**src/rtl/sctl_pkg.sv**
```systemverilog
package sctl_pkg;
    timeunit 1ns;
    timeprecision 1ps;

    localparam int BYTE_W    = 8;
    localparam int ADDR_W    = BYTE_W - 1;
    localparam int REG_COUNT = 1 << ADDR_W;
    localparam int CNT_W     = $clog2(BYTE_W);
    localparam logic [CNT_W-1:0]  BIT_LAST = CNT_W'(BYTE_W - 1);
    localparam logic [BYTE_W-1:0] ID_CODE  = 8'h81;

    typedef enum logic [1:0] {
        ST_IDLE,
        ST_CMD,
        ST_WRITE,
        ST_READ
    } sctl_state_e;

    typedef struct packed {
        logic              rd;
        logic [ADDR_W-1:0] addr;
    } sctl_cmd_t;

    typedef struct packed {
        logic              en;
        logic [ADDR_W-1:0] addr;
        logic [BYTE_W-1:0] data;
    } sctl_wr_t;

    function automatic sctl_cmd_t sctl_decode(input logic [BYTE_W-1:0] b);
        sctl_cmd_t c;
        c.rd   = b[BYTE_W-1];
        c.addr = b[ADDR_W-1:0];
        return c;
    endfunction

    function automatic logic [ADDR_W-1:0] sctl_next(input logic [ADDR_W-1:0] a);
        return a + 1'b1;
    endfunction
endpackage

```
**src/rtl/sctl_sync.sv**
```systemverilog
module sctl_sync #(
    parameter int               WIDTH   = 3,
    parameter int               STAGES  = 2,
    parameter logic [WIDTH-1:0] RST_VAL = '0
) (
    input  logic             clk,
    input  logic             rst,
    input  logic [WIDTH-1:0] din,
    output logic [WIDTH-1:0] dout
);
    timeunit 1ns;
    timeprecision 1ps;

    logic [WIDTH-1:0] stg [STAGES];

    for (genvar s = 0; s < STAGES; s++) begin : g_stage
        if (s == 0) begin : g_first
            always_ff @(posedge clk) begin
                if (rst) stg[s] <= RST_VAL;
                else     stg[s] <= din;
            end
        end else begin : g_next
            always_ff @(posedge clk) begin
                if (rst) stg[s] <= RST_VAL;
                else     stg[s] <= stg[s-1];
            end
        end
    end

    assign dout = stg[STAGES-1];
endmodule

```
**src/rtl/sctl_edge.sv**
```systemverilog
module sctl_edge #(
    parameter int               WIDTH   = 2,
    parameter logic [WIDTH-1:0] RST_VAL = '0
) (
    input  logic             clk,
    input  logic             rst,
    input  logic [WIDTH-1:0] din,
    output logic [WIDTH-1:0] rise,
    output logic [WIDTH-1:0] fall
);
    timeunit 1ns;
    timeprecision 1ps;

    logic [WIDTH-1:0] prev;

    always_ff @(posedge clk) begin
        if (rst) prev <= RST_VAL;
        else     prev <= din;
    end

    for (genvar i = 0; i < WIDTH; i++) begin : g_det
        assign rise[i] = din[i] & ~prev[i];
        assign fall[i] = ~din[i] & prev[i];
    end
endmodule

```
**src/rtl/sctl_regs.sv**
```systemverilog
module sctl_regs
    import sctl_pkg::*;
(
    input  logic              clk,
    input  logic              rst,
    input  sctl_wr_t          wr,
    input  logic [ADDR_W-1:0] rd_addr,
    output logic [BYTE_W-1:0] rd_data
);
    timeunit 1ns;
    timeprecision 1ps;

    logic [BYTE_W-1:0] mem [REG_COUNT];

    for (genvar i = 0; i < REG_COUNT; i++) begin : g_reg
        always_ff @(posedge clk) begin
            if (rst)
                mem[i] <= '0;
            else if (wr.en && (wr.addr == ADDR_W'(i)))
                mem[i] <= wr.data;
        end
    end

    assign rd_data = mem[rd_addr];

    AST_WR_LANDS: assert property (@(posedge clk) disable iff (rst)
        wr.en |=> mem[$past(wr.addr)] == $past(wr.data));
endmodule

```
**src/rtl/sctl_engine.sv**
```systemverilog
module sctl_engine
    import sctl_pkg::*;
(
    input  logic              clk,
    input  logic              rst,
    input  logic              sclk_rise,
    input  logic              sclk_fall,
    input  logic              sel_start,
    input  logic              sel_stop,
    input  logic              sdi_s,
    input  logic [BYTE_W-1:0] rd_data,
    output logic [ADDR_W-1:0] rd_addr,
    output sctl_wr_t          wr,
    output logic              sdo,
    output logic              sdo_oe
);
    timeunit 1ns;
    timeprecision 1ps;

    sctl_state_e       state;
    logic [BYTE_W-2:0] rx_sh;
    logic [CNT_W-1:0]  rx_cnt;
    logic [BYTE_W-1:0] tx_sh;
    logic [CNT_W-1:0]  tx_cnt;
    logic [ADDR_W-1:0] ptr;

    logic [BYTE_W-1:0] rx_byte;
    logic              rx_last;
    logic              tx_last;
    sctl_cmd_t         cmd;

    assign rx_byte = {rx_sh, sdi_s};
    assign rx_last = (rx_cnt == BIT_LAST);
    assign tx_last = (tx_cnt == BIT_LAST);
    assign cmd     = sctl_decode(rx_byte);
    assign rd_addr = ptr;

    always_ff @(posedge clk) begin
        if (rst) begin
            state  <= ST_IDLE;
            rx_sh  <= '0;
            rx_cnt <= '0;
            tx_sh  <= '0;
            tx_cnt <= '0;
            ptr    <= '0;
            wr     <= '0;
            sdo    <= 1'b0;
            sdo_oe <= 1'b0;
        end else begin
            wr.en <= 1'b0;
            if (sel_stop) begin
                state  <= ST_IDLE;
                sdo_oe <= 1'b0;
                rx_cnt <= '0;
            end else if (sel_start) begin
                state  <= ST_CMD;
                sdo_oe <= 1'b0;
                rx_cnt <= '0;
            end else begin
                unique case (state)
                    ST_CMD: begin
                        if (sclk_rise) begin
                            rx_sh  <= rx_byte[BYTE_W-2:0];
                            rx_cnt <= rx_cnt + 1'b1;
                            if (rx_last) begin
                                ptr <= cmd.addr;
                                if (cmd.rd) begin
                                    state  <= ST_READ;
                                    tx_sh  <= ID_CODE;
                                    tx_cnt <= '0;
                                end else begin
                                    state  <= ST_WRITE;
                                end
                            end
                        end
                    end
                    ST_WRITE: begin
                        if (sclk_rise) begin
                            rx_sh  <= rx_byte[BYTE_W-2:0];
                            rx_cnt <= rx_cnt + 1'b1;
                            if (rx_last) begin
                                wr.en   <= 1'b1;
                                wr.addr <= ptr;
                                wr.data <= rx_byte;
                                ptr     <= sctl_next(ptr);
                            end
                        end
                    end
                    ST_READ: begin
                        if (sclk_fall) begin
                            sdo    <= tx_sh[BYTE_W-1];
                            sdo_oe <= 1'b1;
                            if (tx_last) begin
                                tx_sh  <= rd_data;
                                tx_cnt <= '0;
                                ptr    <= sctl_next(ptr);
                            end else begin
                                tx_sh  <= {tx_sh[BYTE_W-2:0], 1'b0};
                                tx_cnt <= tx_cnt + 1'b1;
                            end
                        end
                    end
                    default: ;
                endcase
            end
        end
    end

    AST_OE_CMD_LOW: assert property (@(posedge clk) disable iff (rst)
        (state == ST_CMD) |-> !sdo_oe);
    AST_OE_ONLY_READ: assert property (@(posedge clk) disable iff (rst)
        sdo_oe |-> (state == ST_READ));
    AST_OE_STOP: assert property (@(posedge clk) disable iff (rst)
        sel_stop |=> !sdo_oe);
    AST_SDO_ON_FALL: assert property (@(posedge clk) disable iff (rst)
        !sclk_fall |=> $stable(sdo));
    AST_NO_WRITE_IN_READ: assert property (@(posedge clk) disable iff (rst)
        wr.en |-> ($past(state) == ST_WRITE));
    AST_PTR_STEP: assert property (@(posedge clk) disable iff (rst)
        wr.en |-> (ptr == sctl_next(wr.addr)));
endmodule

```
**src/rtl/sctl_port.sv**
```systemverilog
module sctl_port
    import sctl_pkg::*;
#(
    parameter int SYNC_STAGES = 2
) (
    input  logic clk,
    input  logic rst,
    input  logic sclk,
    input  logic sel_n,
    input  logic sdi,
    output logic sdo,
    output logic sdo_oe
);
    timeunit 1ns;
    timeprecision 1ps;

    localparam int                PIN_N   = 3;
    localparam logic [PIN_N-1:0]  PIN_RST = 3'b010;

    logic [PIN_N-1:0]  pin_s;
    logic [1:0]        rise;
    logic [1:0]        fall;
    logic [ADDR_W-1:0] rd_addr;
    logic [BYTE_W-1:0] rd_data;
    sctl_wr_t          wr;

    sctl_sync #(
        .WIDTH  (PIN_N),
        .STAGES (SYNC_STAGES),
        .RST_VAL(PIN_RST)
    ) u_sync (
        .clk (clk),
        .rst (rst),
        .din ({sdi, sel_n, sclk}),
        .dout(pin_s)
    );

    sctl_edge #(
        .WIDTH  (2),
        .RST_VAL(PIN_RST[1:0])
    ) u_edge (
        .clk (clk),
        .rst (rst),
        .din (pin_s[1:0]),
        .rise(rise),
        .fall(fall)
    );

    sctl_engine u_engine (
        .clk      (clk),
        .rst      (rst),
        .sclk_rise(rise[0]),
        .sclk_fall(fall[0]),
        .sel_start(fall[1]),
        .sel_stop (rise[1]),
        .sdi_s    (pin_s[2]),
        .rd_data  (rd_data),
        .rd_addr  (rd_addr),
        .wr       (wr),
        .sdo      (sdo),
        .sdo_oe   (sdo_oe)
    );

    sctl_regs u_regs (
        .clk    (clk),
        .rst    (rst),
        .wr     (wr),
        .rd_addr(rd_addr),
        .rd_data(rd_data)
    );
endmodule

```
**config.mk**
```make
export PLATFORM = sky130hd
export DESIGN_NAME = sctl_port
export DESIGN_NICKNAME = d
export VERILOG_FILES = /design/src/rtl/sctl_pkg.sv /design/src/rtl/sctl_sync.sv /design/src/rtl/sctl_edge.sv /design/src/rtl/sctl_regs.sv /design/src/rtl/sctl_engine.sv /design/src/rtl/sctl_port.sv
export SDC_FILE = /design/constraint.sdc
export NUM_CORES = 2
export LEC_CHECK = 0
export BUFFER_PORTS_ARGS = -buffer_cell sky130_fd_sc_hd__buf_4
export CORE_MARGIN = 3
export CORE_UTILIZATION = 40
export DETAILED_ROUTE_END_ITERATION = 7
export PLACE_DENSITY_LB_ADDON = 0.1
export SYNTH_ARGS = -nofsm -noshare
export SYNTH_HDL_FRONTEND = slang
export SYNTH_HIERARCHICAL = 1
export SYNTH_SLANG_ARGS = --single-unit
export TNS_END_PERCENT = 30
```
**constraint.sdc**
```tcl
create_clock -name clk -period 10 [get_ports clk]
set_input_delay 1.5 -clock clk [delete_from_list [all_inputs] [get_ports clk]]
set_output_delay 1.5 -clock clk [all_outputs]
set_load 0.005 [all_outputs]
```
==> impl_metrics.yaml <==
worst_setup_path:
  path_common_cell: "mux4_2"
  critPathBufInv: 1
  crit_path_end_kind: "register"
  path_cells: "buf_12 > mux4_2 > mux4_2 > mux4_2 > mux2_2 > mux2_2 > nand3_1 > a21oi_1"
  path_class: "reg -> reg"
  crit_path_max_incr_delay_ns: 0.93
  r2r_setup_slack_ns: 5.39
  crit_path_top_delay_cell: "dfxtp_4"
  worst_path_dominant_cell_family: "multiplexers"
  worst_ep_arrival_time_ns: 5.19
  path_max_fanout: 114
  crit_required_ns: 10.58
  start_kind: "register"
place:
  finalWeightedCongestion: 0.796
  io_buffers: 6
  hpwl_um: 88700
die:
  io_pins: 7
  die_x_um: 360
  num_rows: 129
  die_area_um2: 130000
  core_um2: 124000
  die_y_um: 360
  initial_core_util_pct: 40.4
sta:
  fmax_ghz: 0.217
  skew_ns: 0.0291
  tns_ns: 0
  final-setup-viol-count: 0
  grt_setup_unrepaired: "false"
  hold_viol: 0
  final.period_utilization_pct: 46.1
  worst_pin_slew_ns: 1.24
  slew_viol_final: 0
  finalCriticalPeriod_ns: 4.61
  relSlewSlack_pct: 16.9
layout:
  area_growth_pct: 10.3
  drive_above_1_share_pct: 18.5
  fin_nets: 3128
  final_common_cell: "edfxtp_1"
  layout_common_cells: "edfxtp_1 (1024), and2_1 (673), and3_1 (359)"
grt:
  gr-total-overflow: 0
  grt_pass1_wl_um: 208000
  antenna_found_initial: 6
  grt_max_degree: 137
  grt.total_usage_pct: 21.9
  grt_pass1_vias: 28700
logic_synthesis:
  synthAdderAreaFrac_pct: 0.275
  syn-cell-area_um2: 50100
  synthMuxAreaShare_pct: 15.7
  syn_inst: 3252
  syn-mean-instance-area_um2: 15.4
  synth_top_family_by_area: "multiplexers"
  synth_xor_area_share_pct: 0.0175
  synth_cell_type_count: 48
  synth_compound_area_share_pct: 2.60
  synth-main-ff-cell: "edfxtp_1"
  yosys_warnings: 6
  ys_seq_area_share_pct: 63.6
  synth_edf_count: 1024
  synth_nets: 3268
  synth_simple_gate_area_share_pct: 15.3
  async_flop_share_pct: 0
  ys_seq_elements: 1080
clocking:
  path_clk_slew_ns: 0.06
  clkSinkCount: 1080
  cts_tree: "yes"
  htreeDepth: 3
  postCtsSetupRepairBufs: 0
  cts_hold_buf: 0
  cts_resized: 0
  clockBufferDepth: 3
  clk_latency_ns: 0.72
  cts_root_buffer: "clkbuf_16"
  numCtsBuffers: 120
pwr:
  p_per_area_nw_per_um2: 178
  peakVddDrop_mv: 0.145
  p_leak_nw: 19.2
  p_total_mw: 9.86
run:
  maxCapViolCount: 0
route:
  drtIter0Drc: 2698
  vias_per_cell: 5.76
  drc: 0
  via_count: 27900
  wl_per_cell_um: 29.1
  antenna_left: 0
  drt_pass1_iterations: 5
  totalWireLength_um: 141000
hold_path:
  hp-class: "reg -> reg"
outcome:
  status: "complete, no violations"
[metal layers]
| layer | track usage, % | vias up | wire [um] |
|---|---|---|---|
| li1 | - | 12100 | - |
| met1 | 30.3 | 14900 | 61300 |
| met2 | 36.5 | 802 | 69900 |
| met3 | 2.88 | 152 | 6730 |
| met4 | 5.80 | 0 | 3070 |
| met5 | 0 | - | 0 |
[report_power, final]
| part | switching [mW] | internal (mW) | leakage, nW |
|---|---|---|---|
| registers | 0.0703 | 5.15 | 10.2 |
| clock network | 1.79 | 2.50 | 1.87 |
| logic | 0.209 | 0.144 | 7.16 |
[final cells by class]
cell class,instances,area [um^2]
clock buffers,156,3240
diodes,2,5.00
fillers,10700,68800
multi-input cells,1852,17000
repair buffers,53,452
well taps,1637,2050
clock inverters,69,563
flip-flops and latches,1080,31900
inverters,5,18.8
[final timing paths]
check                      startpoint                end  cells past startpoint
setup / recovery  u_engine/rd_addr[0]  u_engine/tx_sh[5]                      8
hold / removal       u_sync/stg[0][1]   u_sync/stg[1][1]                      1
setup reg to reg  u_engine/rd_addr[0]  u_engine/tx_sh[5]                      8
hold reg to reg      u_sync/stg[0][1]   u_sync/stg[1][1]                      1
[flip-flops by register name, indices dropped and copies added (netlist names)]
name / flops
u_engine/sdo_oe: 1
u_engine/wr: 16
u_engine/rd_addr: 7
u_regs/mem: 1024
u_engine/rx_sh: 7
u_engine/sdo: 1
u_engine/rx_cnt: 3
u_engine/state: 2
u_engine/tx_cnt: 3
u_sync/stg: 6
u_edge/prev: 2
u_engine/tx_sh: 8
[per-stage QoR]
stage	util [%]	hold slack, ns	worst slack, ns	area (um^2)	cells
floorplan	-	0.385	6.73	50100	3252
global placement	41.5	0.414	5.31	51500	4627
detailed placement	41.5	0.410	5.31	51500	4627
CTS	44.5	0.446	5.30	55300	4852
global route	44.5	0.457	5.13	55300	4852
finish	44.5	0.429	5.39	55300	4854
[kinds of logic after synthesis]
group                      count (synthesis)
adders and majority gates                 11
muxes                                    367
AOI/OAI and AO/OA                        181
buffers and inverters                    320
DFF                                     1080
xor gates and xnor gates                   1
and+or+nand+nor                         1292
[cells in the mapped netlist (2+ instances only)]
master    instances  area share (%)
edfxtp_1       1024              61
and2_1          673             8.4
and3_1          359             4.5
mux4_2          336              15
clkbuf_1        267             2.0
nor2_1          131            0.98
o21bai_1         84             1.3
dfxtp_1          56             2.2
a21o_1           44            0.66
nand2_1          44            0.33
a21oi_1          23            0.23
buf_2            22            0.22
nor2b_1          21            0.26
nand3_1          20            0.20
buf_1            18            0.13
mux2i_1          17            0.34
mux2_2           14            0.31
ha_1             11            0.27
o21ai_0           9           0.090
nand3b_1          8            0.12
nand2b_1          7           0.087
inv_1             5           0.037
nor3_1            5           0.050
a22oi_1           4           0.060
buf_4             4           0.060
nor3b_1           4           0.060
or2_2             4           0.050
a311oi_1          3           0.052
and3b_1           3           0.052
buf_6             3           0.067
nand4_1           3           0.037
o311ai_0          3           0.052
o31ai_1           3           0.045
or2_1             3           0.037
o211a_1           2           0.040
o32ai_1           2           0.035
or4_1             2           0.030
No activity file was read; power rests on OpenSTA's default activity.
